$ cat src/rtl/trap_ctl_pkg.sv
package trap_ctl_pkg;

  localparam int unsigned CODE_W = 4;

  localparam logic [CODE_W-1:0] CODE_NONE   = 4'd0;
  localparam logic [CODE_W-1:0] CODE_PCADDR = 4'd1;
  localparam logic [CODE_W-1:0] CODE_ILLOP  = 4'd2;
  localparam logic [CODE_W-1:0] CODE_OVF    = 4'd3;
  localparam logic [CODE_W-1:0] CODE_DADDR  = 4'd4;
  localparam logic [CODE_W-1:0] CODE_IRQ    = 4'd8;

  // number of pipeline stages and carried stage registers before commit
  localparam int unsigned N_STAGES   = 5;
  localparam int unsigned N_CARRY    = 3;

  // fault code raised by the stage that feeds carry register idx
  function automatic logic [CODE_W-1:0] carry_code(input int idx);
    case (idx)
      0:       return CODE_PCADDR;
      1:       return CODE_ILLOP;
      default: return CODE_OVF;
    endcase
  endfunction

endpackage

$ cat src/rtl/trap_ctl_rst_sync.sv
module trap_ctl_rst_sync (
  input  logic clk,
  input  logic rst_n,
  output logic rst_sync_n
);
  logic [1:0] sync_q;

  always_ff @(posedge clk or negedge rst_n) begin
    if (!rst_n) sync_q <= 2'b00;
    else        sync_q <= {sync_q[0], 1'b1};
  end

  assign rst_sync_n = sync_q[1];
endmodule

$ cat src/rtl/trap_ctl_stage.sv
// One carried pipeline register: valid, PC and the oldest pending fault.
module trap_ctl_stage
  import trap_ctl_pkg::*;
#(
  parameter int unsigned        PC_W       = 32,
  parameter logic [CODE_W-1:0]  LOCAL_CODE = CODE_PCADDR
) (
  input  logic              clk,
  input  logic              rst_n,
  input  logic              flush,
  input  logic              in_valid,
  input  logic [PC_W-1:0]   in_pc,
  input  logic              in_exc,
  input  logic [CODE_W-1:0] in_code,
  input  logic              local_fault,
  output logic              out_valid,
  output logic [PC_W-1:0]   out_pc,
  output logic              out_exc,
  output logic [CODE_W-1:0] out_code
);
  logic              valid_d, exc_d, pc_en;
  logic [CODE_W-1:0] code_d;
  logic              valid_q, exc_q;
  logic [CODE_W-1:0] code_q;
  logic [PC_W-1:0]   pc_q;

  always_comb begin
    valid_d = in_valid && !flush;
    exc_d   = valid_d && (in_exc || local_fault);
    code_d  = CODE_NONE;
    if (exc_d) begin
      // an older fault carried in wins over the one raised here
      code_d = in_exc ? in_code : LOCAL_CODE;
    end
    pc_en = valid_d;
  end

  always_ff @(posedge clk or negedge rst_n) begin
    if (!rst_n) begin
      valid_q <= 1'b0;
      exc_q   <= 1'b0;
      code_q  <= CODE_NONE;
    end else begin
      valid_q <= valid_d;
      exc_q   <= exc_d;
      code_q  <= code_d;
    end
  end

  always_ff @(posedge clk or negedge rst_n) begin
    if (!rst_n)     pc_q <= '0;
    else if (pc_en) pc_q <= in_pc;
  end

  assign out_valid = valid_q;
  assign out_pc    = pc_q;
  assign out_exc   = exc_q;
  assign out_code  = code_q;

  p_flush_drops_r8: assert property (@(posedge clk) disable iff (!rst_n)
    flush |=> (!out_valid && !out_exc));

  p_older_kept_r4: assert property (@(posedge clk) disable iff (!rst_n)
    (in_valid && in_exc && !flush) |=> (out_exc && out_code == $past(in_code)));

  p_bubble_clean_r10: assert property (@(posedge clk) disable iff (!rst_n)
    !in_valid |=> (!out_valid && !out_exc));

endmodule

$ cat src/rtl/trap_ctl_arbiter.sv
// Commit-point decision: interrupt, then carried fault, then memory fault.
module trap_ctl_arbiter
  import trap_ctl_pkg::*;
(
  input  logic              m_valid,
  input  logic              m_exc,
  input  logic [CODE_W-1:0] m_code,
  input  logic              m_data_fault,
  input  logic              irq,
  output logic              take,
  output logic [CODE_W-1:0] take_code
);
  always_comb begin
    take      = m_valid && (irq || m_exc || m_data_fault);
    take_code = CODE_NONE;
    if (take) begin
      if (irq)               take_code = CODE_IRQ;
      else if (m_exc)        take_code = m_code;
      else                   take_code = CODE_DADDR;
    end
  end
endmodule

$ cat src/rtl/trap_ctl_regs.sv
// Cause and EPC registers, loaded only in a trap cycle.
module trap_ctl_regs
  import trap_ctl_pkg::*;
#(
  parameter int unsigned PC_W    = 32,
  parameter int unsigned CAUSE_W = 32
) (
  input  logic               clk,
  input  logic               rst_n,
  input  logic               load,
  input  logic [CODE_W-1:0]  code,
  input  logic [PC_W-1:0]    pc,
  output logic [CAUSE_W-1:0] cause_q,
  output logic [PC_W-1:0]    epc_q
);
  localparam int unsigned PAD_W = CAUSE_W - CODE_W;

  logic [CAUSE_W-1:0] cause_d;
  logic [PC_W-1:0]    epc_d;
  logic [CAUSE_W-1:0] cause_r;
  logic [PC_W-1:0]    epc_r;

  always_comb begin
    cause_d = {{PAD_W{1'b0}}, code};
    epc_d   = pc;
  end

  always_ff @(posedge clk or negedge rst_n) begin
    if (!rst_n) begin
      cause_r <= '0;
      epc_r   <= '0;
    end else if (load) begin
      cause_r <= cause_d;
      epc_r   <= epc_d;
    end
  end

  assign cause_q = cause_r;
  assign epc_q   = epc_r;

  p_hold_r9: assert property (@(posedge clk) disable iff (!rst_n)
    !load |=> ($stable(cause_q) && $stable(epc_q)));

  p_epc_load_r6: assert property (@(posedge clk) disable iff (!rst_n)
    load |=> (epc_q == $past(pc)));

  p_code_legal_r2: assert property (@(posedge clk) disable iff (!rst_n)
    load |-> (code == CODE_PCADDR || code == CODE_ILLOP || code == CODE_OVF ||
              code == CODE_DADDR  || code == CODE_IRQ));

endmodule

$ cat src/rtl/trap_ctl.sv
module trap_ctl
  import trap_ctl_pkg::*;
#(
  parameter int unsigned     PC_W       = 32,
  parameter int unsigned     CAUSE_W    = 32,
  parameter logic [PC_W-1:0] HANDLER_PC = 'h180
) (
  input  logic                clk,
  input  logic                rst_n,
  input  logic                f_valid,
  input  logic [PC_W-1:0]     f_pc,
  input  logic                f_pc_fault,
  input  logic                d_illegal,
  input  logic                e_overflow,
  input  logic                m_data_fault,
  input  logic                irq,
  output logic [N_STAGES-1:0] kill,
  output logic                redirect,
  output logic [PC_W-1:0]     redirect_pc,
  output logic [CAUSE_W-1:0]  cause_q,
  output logic [PC_W-1:0]     epc_q
);
  localparam int unsigned LAST = N_CARRY;

  logic              rst_i_n;
  logic              take;
  logic [CODE_W-1:0] take_code;

  // index 0 is the fetch input; index LAST is the commit (memory) stage
  logic              st_valid [0:LAST];
  logic [PC_W-1:0]   st_pc    [0:LAST];
  logic              st_exc   [0:LAST];
  logic [CODE_W-1:0] st_code  [0:LAST];
  logic              raise    [0:LAST-1];

  trap_ctl_rst_sync u_rst (
    .clk        (clk),
    .rst_n      (rst_n),
    .rst_sync_n (rst_i_n)
  );

  assign st_valid[0] = f_valid;
  assign st_pc[0]    = f_pc;
  assign st_exc[0]   = 1'b0;
  assign st_code[0]  = CODE_NONE;

  assign raise[0] = f_pc_fault;
  assign raise[1] = d_illegal;
  assign raise[2] = e_overflow;

  for (genvar g = 0; g < LAST; g++) begin : g_carry
    trap_ctl_stage #(
      .PC_W       (PC_W),
      .LOCAL_CODE (carry_code(g))
    ) u_stage (
      .clk         (clk),
      .rst_n       (rst_i_n),
      .flush       (take),
      .in_valid    (st_valid[g]),
      .in_pc       (st_pc[g]),
      .in_exc      (st_exc[g]),
      .in_code     (st_code[g]),
      .local_fault (raise[g]),
      .out_valid   (st_valid[g+1]),
      .out_pc      (st_pc[g+1]),
      .out_exc     (st_exc[g+1]),
      .out_code    (st_code[g+1])
    );
  end

  trap_ctl_arbiter u_arb (
    .m_valid      (st_valid[LAST]),
    .m_exc        (st_exc[LAST]),
    .m_code       (st_code[LAST]),
    .m_data_fault (m_data_fault),
    .irq          (irq),
    .take         (take),
    .take_code    (take_code)
  );

  trap_ctl_regs #(
    .PC_W    (PC_W),
    .CAUSE_W (CAUSE_W)
  ) u_regs (
    .clk     (clk),
    .rst_n   (rst_i_n),
    .load    (take),
    .code    (take_code),
    .pc      (st_pc[LAST]),
    .cause_q (cause_q),
    .epc_q   (epc_q)
  );

  assign kill        = {N_STAGES{take}};
  assign redirect    = take;
  assign redirect_pc = take ? HANDLER_PC : '0;

  p_one_cycle_r7: assert property (@(posedge clk) disable iff (!rst_i_n)
    redirect |=> (!redirect && kill == '0));

  p_commit_only_r3: assert property (@(posedge clk) disable iff (!rst_i_n)
    redirect |-> st_valid[LAST]);

  p_irq_wins_r5: assert property (@(posedge clk) disable iff (!rst_i_n)
    (redirect && irq) |=> (cause_q == CAUSE_W'(CODE_IRQ)));

  p_early_wins_r4: assert property (@(posedge clk) disable iff (!rst_i_n)
    (redirect && !irq && st_exc[LAST]) |=> (cause_q == CAUSE_W'($past(st_code[LAST]))));

endmodule

$ cat config.mk
export PLATFORM = sky130hd
export DESIGN_NAME = trap_ctl
export DESIGN_NICKNAME = d
export VERILOG_FILES = /design/src/rtl/trap_ctl_pkg.sv /design/src/rtl/trap_ctl_rst_sync.sv /design/src/rtl/trap_ctl_stage.sv /design/src/rtl/trap_ctl_arbiter.sv /design/src/rtl/trap_ctl_regs.sv /design/src/rtl/trap_ctl.sv
export SDC_FILE = /design/constraint.sdc
export NUM_CORES = 1
export LEC_CHECK = 0
export ABC_AREA = 0
export CORE_ASPECT_RATIO = 1.25
export CORE_UTILIZATION = 25
export CTS_CLUSTER_SIZE = 28
export DETAILED_ROUTE_END_ITERATION = 10
export GPL_TIMING_DRIVEN = 0
export HOLD_SLACK_MARGIN = 0.08
export SLEW_MARGIN = 20
export SYNTH_ARGS = -nofsm -noshare
export SYNTH_HDL_FRONTEND = slang
export SYNTH_SLANG_ARGS = --single-unit
$ cat constraint.sdc
create_clock -name clk -period 7.1 [get_ports clk]
set_input_delay 1.065 -clock clk [delete_from_list [all_inputs] [get_ports clk]]
set_output_delay 1.065 -clock clk [all_outputs]
set_load 0.03 [all_outputs]
# Yosys cells after proc, flatten, opt, wreduce, memory -nomap -nowiden
# Cells that the tools add are included.
[op_classes]
n_reduce_logical = 12
n_mux = 8
[ops]
columns = ["cell", "n"]
rows = [
  ["$mux W4", 6],
  ["$mux W9", 1],
  ["$logic_and A1 B1 Y1", 7],
  ["$logic_or A1 B1 Y1", 4],
  ["$logic_not A1 Y1", 1],
  ["$mux W1", 1],
]
[word_totals]
regBits = 152

# Depth between registers and ports, before layout
# Gate-level depths: netlist (run 1).
[depth]
word_depth = 7
ltp_mapped = 4
depth_no_buf = 3

# Hierarchy
# From an unflattened synthesis (run 1), not the netlist that was laid out.
[hier_totals]
cells_unflattened = 400
area_unflattened_um2 = 6570.1
[modules_own_cells]
columns = ["module", "instances", "cells_each", "area_each_um2"]
rows = [
  ["trap_ctl_stage at g_carry[0].u_stage ...", 2, 81, 1470.2],
  ["trap_ctl_regs", 1, 105, 1704.1],
  ["trap_ctl_stage at g_carry[2].u_stage", 1, 84, 1530.2],
  ["trap_ctl", 1, 38, 281.5],
  ["trap_ctl_arbiter", 1, 8, 60.1],
  ["trap_ctl_rst_sync", 1, 3, 53.8],
]

# Worst setup path before layout (run 1)
# No wires, ideal clock.
[synth_path]
kind = "input-to-output"
start = "input port m_data_fault"
end = "output port kill[0]"
t_arrival_ps = 2190
path_slack_ps = 3845
n_path_buf = 2
required_ps = 6035
cell_stages = 4
path_cell_list = "o31ai_4 -> clkbuf_1 -> inv_1 -> buf_4"
[synth_via]
elab_chain_cells = 2
[synth_rtl]
columns = ["element", "line_no", "text"]
rows = [
  ["from (decl)", "trap_ctl.sv:15", "input logic m_data_fault,"],
  ["$logic_or A1 B1 Y1", "trap_ctl_arbiter.sv:14", "take = m_valid && (irq || m_exc || m_data_fault);"],
  ["$logic_and A1 B1 Y1", "trap_ctl_arbiter.sv:14", ""],
  ["to (decl)", "trap_ctl.sv:17", "output logic [N_STAGES-1:0] kill,"],
]
# No other way between the ends.

# Final worst setup path (run 1)
[layout_path]
start = "input port irq"
end = "output port kill[4]"
[layout_via]
elab_chain_cells = 3
[layout_rtl]
columns = ["element", "line_no", "text"]
rows = [
  ["from (decl)", "trap_ctl.sv:16", "input logic irq,"],
  ["$logic_or A1 B1 Y1 (2 in series)", "trap_ctl_arbiter.sv:14", ""],
  ["$logic_and A1 B1 Y1", "trap_ctl_arbiter.sv:14", ""],
]
# No other way between the ends.

==> reports/qor.csv, run 1 <==
stage;metric;value;unit
global_route;wire_length_of_the_first_global_routing_pass;17650;um
finish;final_cell_area;7889;um2
floorplanning;floorplan.io_pins;142;
placed_design;post-place-cells;808;
drt;postRouteAntennaNets;0;
clocking;clk-insertion-delay-late;0.41;ns
sta;timing.final.hold_violations;0;
clocking;tritoncts_clock_tree;yes;
global_route;grt.met2_usage;17.52;%
worst_setup_path;crit_path_max_incr_delay;0.58;ns
clocking;htree_levels;4;
drt;drt_first_pass_iters;4;
clocking;cts.repair.resized;0;
drt;detail_route.iter0.violations;46;
drt;viasPerCell;3.826;
sta;final_max_slew_viol_count;0;
yosys;avgSynthCellArea;15.07;um2
status;run_status;complete, no violations;
worst_setup_path;worst_r2r_startpoint;g_carry[2].u_stage.out_exc$_DFF_PN0_;
worst_setup_path;endpoint_kind_of_the_worst_setup_timing_path;primary output;
clocking;cts_buffers;17;
global_route;top_usage_layer;met2;
job;maxCapViolations;0;
clocking;worst_setup_hold_path_clk_slew;0.06;ns
placed_design;dp_hpwl;7991;um
sta;final_count_of_negative_setup_slack_endpoints;0;
placed_design;numPortBuffers;83;
sta;hold_slack;0.2575;ns
sta;clock_skew;0.009258;ns
clocking;post-cts-setup-buffer-count;0;
clocking;maximum_buffer_depth_of_the_clock_tree;2;
drt;detailroute.via_count;3214;
floorplanning;die_width;137.9;um
worst_setup_path;timing.setup.critical_path_class;in2out;
placed_design;gp_congestion;0.6524;
worst_setup_path;cp_cell_sequence;clkdlybuf4s50_1, o31ai_4, clkbuf_1, inv_1, buf_4, clkdlybuf4s50_1;
floorplanning;floorplan.core_area;22440;um2
worst_setup_path;cpLargestDelayFamily;buffers and inverters;
floorplanning;row_count;61;
floorplanning;dieArea;23700;um2
placed_design;placedInstanceArea;7229;um2
yosys;postSynth.asyncResetShare;100.0;%
global_route;grt_max_degree;61;
finish;final_layout_size_suffix_gt1_share;43.45;%
worst_setup_path;data_arrival_critical_path;3.62;ns
worst_setup_path;worst_ep_required_time;6.03;ns
drt;post-route-drc-count;0;
min_path;min_path_type;reg2async;
yosys;synth-edff-count;0;
yosys;yosysWarningCount;0;
sta;tightest_slew;0.6154;ns
global_route;grt_use_met1;10.92;%
clocking;cts_hold_buffers;0;
pwr;leakage;0.003570;uW
drt;finalWirelength;10940;um
yosys;syn-instance-count;383;
worst_setup_path;cp_common_cell;sky130_fd_sc_hd__clkdlybuf4s50_1;
drt;wl_per_cell;13.02;um
sta;fmax;0.2134;GHz
clocking;numClockSinks;144;
worst_setup_path;critical_path_launch_point_type;primary input;
sta;totalNegativeSetupSlack;0;ns
floorplanning;dieHeight;171.9;um
worst_setup_path;origin_of_the_worst_setup_path;irq;
global_route;antenna_violations_before_repair;0;
global_route;grt.met3_usage;2.844;%
worst_setup_path;crit_fanout;10;
sta;post-route-min-period;4.685;ns
yosys;synth.lib_cells_used.distinct;19;
sta;slew_headroom;58.97;%
sta;final_min_period_over_clock_period;65.99;%
yosys;ys_seq_area_share;62.43;%
pwr;powerDensity;408.8;nW/um2
finish;antenna-diode-count;0;
worst_setup_path;cp_slowest_cell;sky130_fd_sc_hd__clkdlybuf4s50_1;
global_route;globalRoute.totalOverflow;0;
finish;syn2layout_area_growth;36.68;%
clocking;clock_tree.root_cell;sky130_fd_sc_hd__clkbuf_16;
yosys;synthFlopType;sky130_fd_sc_hd__dfrtp_1;
yosys;postSynthRegisterBits;144;
floorplanning;initial_cell_density_of_the_core;25.72;%
worst_setup_path;cp.buffers_inverters;5;
global_route;overall_track_demand_over_capacity_in_global_routing;9.979;%
sta;grt_setup_unrepaired;no;
global_route;first_global_vias;3377;
pwr;ir_drop_worst_case_vdd;0.0001528;V
finish;finalNonFillerCells;840;
finish;nNetsFinal;584;
yosys;syn_std_cell_area;5772;um2
Yosys cell counts, types with 2 or more instances:
library cell              count  share of area [%]
sky130_fd_sc_hd__nand2_2      2               0.22
sky130_fd_sc_hd__inv_1        4               0.26
sky130_fd_sc_hd__conb_1       2               0.13
sky130_fd_sc_hd__dfrtp_1    144                 62
sky130_fd_sc_hd__and3_1       2               0.22
sky130_fd_sc_hd__mux2_2     128                 25
sky130_fd_sc_hd__nor2_1       5               0.33
sky130_fd_sc_hd__nand2_1      7               0.46
sky130_fd_sc_hd__buf_4       65                8.5
sky130_fd_sc_hd__buf_2       12                1.0
sky130_fd_sc_hd__o21ai_0      2               0.17
sky130_fd_sc_hd__a21oi_1      3               0.26
worst reg2reg max path: stages (launching register included):
cell	delay [ns]
sky130_fd_sc_hd__dfrtp_1	0.41
sky130_fd_sc_hd__o31ai_4	0.41
sky130_fd_sc_hd__clkbuf_1	0.53
sky130_fd_sc_hd__mux2_2	0.41
where the power goes:
group,leakage [uW],total [uW],internal (uW),switching (uW)
clock,0.000321,986,645,341
sequential,0.00171,1290,1130,158
combinational,0.00154,952,492,460
layout by cell type, fill, tap and decap left out, drive strengths merged:
| cell | Yosys | layout |
|---|---|---|
| bufinv | 0 | 5 |
| nand2 | 9 | 9 |
| clkdlybuf4s50 | 0 | 83 |
| and3 | 2 | 2 |
| a22o | 1 | 1 |
| dfrtp | 144 | 144 |
| clkbuf | 1 | 21 |
| nand2b | 1 | 1 |
| a21oi | 3 | 3 |
| nor2 | 5 | 5 |
| nor3b | 1 | 1 |
| buf | 77 | 79 |
| o31ai | 1 | 1 |
| clkinvlp | 0 | 1 |
| conb | 2 | 59 |
| o21a | 1 | 1 |
| o21ai | 2 | 2 |
| clkinv | 0 | 3 |
| nor2b | 1 | 1 |
| mux2 | 128 | 128 |
| inv | 4 | 7 |
worst paths after layout:
kind,to,slack [ns],cells past startpoint
min in group clk,u_rst.sync_q[1]$_DFF_PN0_,0.35,0
min reg2reg,g_carry[0].u_stage.out_pc[13]$_DFFE_PN0P_,0.26,0
max reg2reg,u_regs.epc_q[12]$_DFFE_PN0P_,5.22,3
max in group asynchronous,u_rst.sync_q[1]$_DFF_PN0_,6.15,1
min,g_carry[0].u_stage.out_pc[13]$_DFFE_PN0P_,0.26,0
max,kill[4],2.42,6
flip-flops by register name (all words and copies together), names as in the netlist:
register,cells
u_rst.sync_q,2
u_regs.cause_q,4
g_carry.u_stage.out_code,5
g_carry.u_stage.out_pc,96
g_carry.u_stage.out_valid,3
g_carry.u_stage.out_exc,2
u_regs.epc_q,32
stage by stage:
step	setup slack [ns]	power (uW)	util, %
2_1_floorplan	2.791	1901	-
3_3_place_gp	1.478	2228	31.96
3_5_place_dp	2.325	2276	32.22
4_1_cts	2.311	3281	35.16
5_1_grt	2.183	3403	35.16
6_report	2.415	3225	35.16
final cells by class:
| type | instances | area (um2) |
|---|---|---|
| tap | 283 | 354.1 |
| sequential | 144 | 3607 |
| fill | 2168 | 14550 |
| inverter | 4 | 15.01 |
| timing repair buffer | 85 | 885.9 |
| buffer | 78 | 551.8 |
| clock buffer | 20 | 456.7 |
| clock inverter | 12 | 202.7 |
| multi-input combinational | 214 | 1815 |
logic make-up after synthesis:
kind of cell | count (synthesis) | share of synthesized area [%]
and+or+nand+nor | 19 | 1.561
buffers and inverters | 82 | 9.820
other | 2 | 0.1301
DFF | 144 | 62.43
AOI/OAI and AO/OA | 8 | 1.084
muxes | 128 | 24.97
routing by layer:
metal  routed length, um  part of all wire [%]
met1                4363                    40
met2                5724                    52
met3                 658                   6.0
met4                 189                   1.7
met5                   0                     0
(Power assumes the default switching activity.)
==> inputs of run 2 (changes only) <==
Clock period 7.1 ns to 3.9 ns, I/O delays scaled along.
==> run 2 against run 1 <==
  * Worst hold slack lost 0.013 ns
  * Total power grew 77%
  * Cell count is the same
  * Clock skew shrank 0.0023 ns
  * Final area shrank 0.68%
  * Non-clock buffer count is the same
  * Core utilization shrank 0.24 points
  * First-iteration DRC count grew 33%
==> reports/qor.csv, run 2 (synthesis gave the netlist of run 1 again) <==
stage;metric;value;unit
sta;final_count_of_negative_setup_slack_endpoints;0;
sta;final_min_period_over_clock_period;88.13;%
floorplanning;row_count;61;
sta;fmax;0.2909;GHz
finish;area_of_the_multi_input_gates;1815;um2
pwr;powerDensity;727.9;nW/um2
placed_design;gp_congestion;0.6770;
pwr;leakage;0.003542;uW
floorplanning;initial_cell_density_of_the_core;25.72;%
finish;fillers;2181;
drt;wl_per_cell;12.82;um
clocking;cts_hold_buffers;0;
clocking;clock_tree.root_cell;sky130_fd_sc_hd__clkbuf_16;
sta;final_max_slew_viol_count;0;
finish;final_layout_size_suffix_gt1_share;43.63;%
worst_setup_path;cpLargestDelayFamily;buffers and inverters;
worst_setup_path;reg2reg_setup_slack;2.11;ns
finish;most-common-layout-cells;143 x sky130_fd_sc_hd__dfrtp_1, 128 x sky130_fd_sc_hd__mux2_2, 83 x sky130_fd_sc_hd__clkdlybuf4s50_1;
placed_design;dp_worst_setup_slack;0.09825;ns
sta;clock_skew;0.006942;ns
pwr;p_total;5703;uW
sta;timing.final.hold_violations;0;
finish;nNetsFinal;584;
floorplanning;die_width;137.9;um
global_route;grt_max_degree;61;
worst_setup_path;endpoint_kind_of_the_worst_setup_timing_path;primary output;
clocking;maximum_buffer_depth_of_the_clock_tree;2;
drt;postRouteAntennaNets;0;
clocking;clk-insertion-delay-late;0.42;ns
worst_setup_path;crit_path_max_incr_delay;0.58;ns
global_route;globalRoute.totalOverflow;0;
drt;viasPerCell;3.812;
placed_design;dp_hpwl;7857;um
worst_setup_path;cp_cell_sequence;clkdlybuf4s50_1, o31ai_4, clkbuf_2, inv_1, buf_4, clkdlybuf4s50_1;
min_path;min_path_type;reg2async;
sta;totalNegativeSetupSlack;0;ns
finish;antenna-diode-count;0;
global_route;first_global_vias;3340;
clocking;numClockSinks;144;
global_route;antenna_violations_before_repair;0;
global_route;wire_length_of_the_first_global_routing_pass;17530;um
clocking;worst_setup_hold_path_clk_slew;0.06;ns
sta;post-route-min-period;3.437;ns
drt;detailroute.via_count;3202;
clocking;cts_buffers;17;
pwr;ir_drop_worst_case_vdd;0.0003421;V
worst_setup_path;crit_fanout;10;
drt;finalWirelength;10770;um
clocking;htree_levels;4;
worst_setup_path;worst_ep_required_time;3.31;ns
floorplanning;dieHeight;171.9;um
sta;grt_setup_unrepaired;no;
worst_setup_path;timing.setup.critical_path_class;in2out;
drt;post-route-drc-count;0;
finish;most_common_cell_after_layout_fill_and_taps_aside;sky130_fd_sc_hd__dfrtp_1;
worst_setup_path;data_arrival_critical_path;2.85;ns
drt;drt_first_pass_iters;4;
floorplanning;floorplan.core_area;22440;um2
worst_setup_path;cp_slowest_cell;sky130_fd_sc_hd__clkdlybuf4s50_1;
worst_setup_path;cp.buffers_inverters;5;
status;run_status;complete, no violations;
global_route;overall_track_demand_over_capacity_in_global_routing;9.999;%
finish;number_of_flip_flops_in_the_largest_register;96;
finish;total_area_of_sequential_cells;3607;um2
clocking;tritoncts_clock_tree;yes;
floorplanning;dieArea;23700;um2
floorplanning;floorplan.io_pins;142;
job;maxCapViolations;0;
sta;fin_ws;0.4629;ns
placed_design;numPortBuffers;83;
finish;syn2layout_area_growth;35.75;%
worst_setup_path;cp_common_cell;sky130_fd_sc_hd__clkdlybuf4s50_1;
drt;detail_route.iter0.violations;61;
worst_setup_path;critical_path_launch_point_type;primary input;
[run 2: cell types whose count changed in the layout (fill, tap and decap cells not counted)]
cell                         delta
sky130_fd_sc_hd__clkbuf_1       -1
sky130_fd_sc_hd__clkbuf_2       +1
sky130_fd_sc_hd__clkinvlp_4     +2
sky130_fd_sc_hd__inv_6          -2
sky130_fd_sc_hd__clkbuf_8       -1
sky130_fd_sc_hd__clkinv_2       +2
sky130_fd_sc_hd__bufinv_16      -2
sky130_fd_sc_hd__inv_8          +1
[run 2: stage by stage]
stage	cells	hold WS (ns)	utilization [%]	instance area, um2
floorplan	440	0.2894	-	5987
global placement	806	0.3361	31.96	7172
detailed placement	808	0.2639	32.22	7229
CTS	840	0.2627	34.91	7834
global route	840	0.2780	34.92	7835
finish	840	0.2446	34.92	7835
[run 2: cell type report]
class	count	share of cell area, %
timing repair buffer	85	11.31
clock buffer	19	5.653
tap	283	4.519
sequential	144	46.04
buffer	78	7.058
clock inverter	13	2.060
inverter	4	0.1916
multi-input combinational	214	23.17
[run 2: worst paths after layout]
path	startpoint	to	cells after the start
min in group clk	u_rst.sync_q[0]$_DFF_PN0_	u_rst.sync_q[1]$_DFF_PN0_	0
hold reg to reg	u_rst.sync_q[1]$_DFF_PN0_	g_carry[0].u_stage.out_pc[11]$_DFFE_PN0P_	0
setup reg to reg	g_carry[2].u_stage.out_exc$_DFF_PN0_	g_carry[0].u_stage.out_pc[23]$_DFFE_PN0P_	4
hold / removal	u_rst.sync_q[1]$_DFF_PN0_	g_carry[0].u_stage.out_pc[11]$_DFFE_PN0P_	0
max in group asynchronous	u_rst.sync_q[1]$_DFF_PN0_	g_carry[0].u_stage.out_pc[0]$_DFFE_PN0P_	1
setup / recovery	irq	kill[0]	6
[run 2: repair_timing]
action,in CTS,in global routing
gates resized for setup,0,2
setup buffers,0,0
endpoints found under the setup margin,0,7
[run 2: power by group]
group	total [uW]	switching (uW)	internal [uW]
Sequential	2340	281	2060
Clock	1640	611	1020
Combinational	1730	836	895
[run 2: routing by layer]
layer | share of wire, % | vias up | track usage (%) | wire length (um)
met2 | 53 | 102 | 17.11 | 5671
met4 | 2.0 | 0 | 4.962 | 216
met1 | 39 | 1579 | 11.02 | 4204
li1 | - | 1507 | - | -
met5 | 0 | - | 0 | 0
met3 | 6.3 | 14 | 3.254 | 675
==> inputs of run 3 (changes only) <==
Settings changed: CELL_PAD_IN_SITES_DETAIL_PLACEMENT set to 2, CELL_PAD_IN_SITES_GLOBAL_PLACEMENT set to 2, PLACE_DENSITY_LB_ADDON set to 0.1.
==> run 3 against run 2 <==
  * Sequential share of layout area fell by 0.15 points
  * Final area rose by 0.32%
  * Critical path depth did not move
  * First-iteration DRC count fell by 3.3%
  * Sequential power barely moved
  * Sequential cell count did not move
  * Via count rose by 3.4%
  * Combinational power barely moved
  * Clock power rose by 5%
  * Count of clock-buffer cells in the layout did not move
==> reports/qor.csv, run 3 (synthesis gave the netlist of run 1 again) <==
stage;metric;value;unit
finish;number_of_flip_flops_in_the_largest_register;96;
clocking;cts.repair.resized;0;
sta;grt_setup_unrepaired;no;
worst_setup_path;timing.setup.critical_path_class;in2out;
worst_setup_path;data_arrival_critical_path;3.02;ns
clocking;maximum_buffer_depth_of_the_clock_tree;2;
finish;fillers;2340;
pwr;leakage;0.003545;uW
finish;finalNonFillerCells;840;
sta;timing.final.hold_violations;0;
drt;drt_first_pass_iters;3;
placed_design;dp_hpwl;8764;um
sta;fmax;0.2772;GHz
floorplanning;row_count;61;
floorplanning;dieHeight;171.9;um
pwr;proportion_of_total_power_due_to_net_switching;30.95;%
drt;finalWirelength;12580;um
placed_design;gp_congestion;0.6719;
sta;clock_skew;0.009662;ns
finish;antenna-diode-count;0;
pwr;power.share.combinational;30.0;%
floorplanning;die_width;137.9;um
sta;final_max_slew_viol_count;0;
pwr;power.switching;1795;uW
clocking;clk-insertion-delay-late;0.42;ns
finish;total_area_of_sequential_cells;3607;um2
drt;detailroute.via_count;3312;
sta;totalNegativeSetupSlack;0;ns
drt;postRouteAntennaNets;0;
sta;final_count_of_negative_setup_slack_endpoints;0;
finish;most-common-layout-cells;143 x sky130_fd_sc_hd__dfrtp_1, 128 x sky130_fd_sc_hd__mux2_2, 83 x sky130_fd_sc_hd__clkdlybuf4s50_1;
clocking;tritoncts_clock_tree;yes;
min_path;min_path_type;in2async;
floorplanning;dieArea;23700;um2
worst_setup_path;origin_of_the_worst_setup_path;m_data_fault;
finish;most_common_cell_after_layout_fill_and_taps_aside;sky130_fd_sc_hd__dfrtp_1;
sta;slew_headroom;63.36;%
drt;wl_per_cell;14.98;um
pwr;p_int;4005;uW
clocking;cts_hold_buffers;0;
status;run_status;complete, no violations;
sta;tightest_slew;0.5496;ns
finish;syn2layout_area_growth;36.18;%
finish;nNetsFinal;584;
sta;fin_ws;0.2930;ns
clocking;cts_buffers;17;
global_route;globalRoute.totalOverflow;0;
worst_setup_path;endpoint_kind_of_the_worst_setup_timing_path;primary output;
finish;area_of_the_multi_input_gates;1815;um2
worst_setup_path;reg2reg_depth;4;
worst_setup_path;crit_fanout;10;
finish;final_layout_size_suffix_gt1_share;43.63;%
clocking;worst_setup_hold_path_clk_slew;0.07;ns
pwr;powerDensity;737.9;nW/um2
placed_design;dp_worst_setup_slack;0.2511;ns
placed_design;numPortBuffers;83;
drt;post-route-drc-count;0;
worst_setup_path;worst_r2r_endpoint;g_carry[0].u_stage.out_pc[4]$_DFFE_PN0P_;
worst_setup_path;worst_r2r_startpoint;g_carry[2].u_stage.out_exc$_DFF_PN0_;
placed_design;post-place-cells;808;
worst_setup_path;reg2reg_setup_slack;2.07;ns
sta;hold_slack;0.3170;ns
floorplanning;floorplan.core_area;22440;um2
sta;final_min_period_over_clock_period;92.49;%
pwr;ir_drop_worst_case_vdd;0.0003170;V
worst_setup_path;critical_path_launch_point_type;primary input;
global_route;grt_max_degree;57;
clocking;post-cts-setup-buffer-count;0;
sta;post-route-min-period;3.607;ns
floorplanning;floorplan.io_pins;142;
clocking;clock_tree.root_cell;sky130_fd_sc_hd__clkbuf_16;
job;maxCapViolations;0;
global_route;antenna_violations_before_repair;0;
pwr;seq_power_share;40.4;%
floorplanning;initial_cell_density_of_the_core;25.72;%
clocking;numClockSinks;144;
global_route;first_global_vias;3598;
clocking;htree_levels;4;
drt;viasPerCell;3.943;
worst_setup_path;worst_ep_required_time;3.31;ns
global_route;overall_track_demand_over_capacity_in_global_routing;11.40;%
pwr;clock_power_share;29.6;%
drt;detail_route.iter0.violations;59;
global_route;wire_length_of_the_first_global_routing_pass;19590;um
worst_setup_path;crit_end;kill[2];
==> run 3: cell types whose count changed in the layout (fill, tap and decap cells not counted) <==
cell	change
sky130_fd_sc_hd__clkinvlp_4	+1
sky130_fd_sc_hd__clkinv_4	+1
sky130_fd_sc_hd__clkbuf_8	+1
sky130_fd_sc_hd__clkinv_2	-4
sky130_fd_sc_hd__inv_6	+1
sky130_fd_sc_hd__inv_8	+1
sky130_fd_sc_hd__clkbuf_2	-1
==> run 3: routing by layer <==
| layer | global-route usage, % | vias up | part of all wire [%] |
|---|---|---|---|
| met5 | 0 | - | 0 |
| met2 | 19.83 | 100 | 53 |
| met3 | 3.049 | 15 | 4.8 |
| met4 | 5.435 | 0 | 2.1 |
| met1 | 12.80 | 1693 | 40 |
| li1 | - | 1504 | - |
==> run 3: power groups by stage <==
stage / Clock, uW / Sequential, uW / Combinational, uW
floorplan: 0 / 2660 / 804
global placement: 0 / 2370 / 1690
CTS: 1790 / 2360 / 1770
detailed placement: 0 / 2390 / 1770
finish: 1720 / 2340 / 1740
global route: 1840 / 2430 / 1860
==> run 3: cell type report <==
class                      count  share of cell area (%)
buffer                        78                   7.020
clock buffer                  19                   5.762
clock inverter                13                   2.260
inverter                       4                  0.1910
multi-input combinational    214                   23.10
sequential                   144                   45.89
tap                          283                   4.505
timing repair buffer          85                   11.27
==> run 3: per-stage QoR <==
stage / total power, uW / area (um2) / utilization (%)
2_1_floorplan: 3460 / 5987 / -
3_3_place_gp: 4060 / 7172 / 31.96
3_5_place_dp: 4156 / 7229 / 32.22
4_1_cts: 5921 / 7860 / 35.03
5_1_grt: 6131 / 7860 / 35.03
6_report: 5800 / 7860 / 35.03
==> run 3: worst max-delay path, stage by stage <==
cell and delay [ns]:
sky130_fd_sc_hd__clkdlybuf4s50_1 0.48, sky130_fd_sc_hd__o31ai_4 0.48, sky130_fd_sc_hd__clkbuf_1 0.45, sky130_fd_sc_hd__inv_1 0.25, sky130_fd_sc_hd__buf_4 0.19, sky130_fd_sc_hd__clkdlybuf4s50_1 0.58
==> run 3: worst min path at each step <==
stage	end	slack, ns	cells after the start
2_1_floorplan	u_rst.sync_q[0]$_DFF_PN0_	0.29	0
3_3_place_gp	u_rst.sync_q[1]$_DFF_PN0_	0.34	0
3_5_place_dp	g_carry[1].u_stage.out_pc[8]$_DFFE_PN0P_	0.35	0
4_1_cts	u_rst.sync_q[1]$_DFF_PN0_	0.29	1
5_1_grt	u_rst.sync_q[1]$_DFF_PN0_	0.30	1
6_report	u_rst.sync_q[1]$_DFF_PN0_	0.32	1
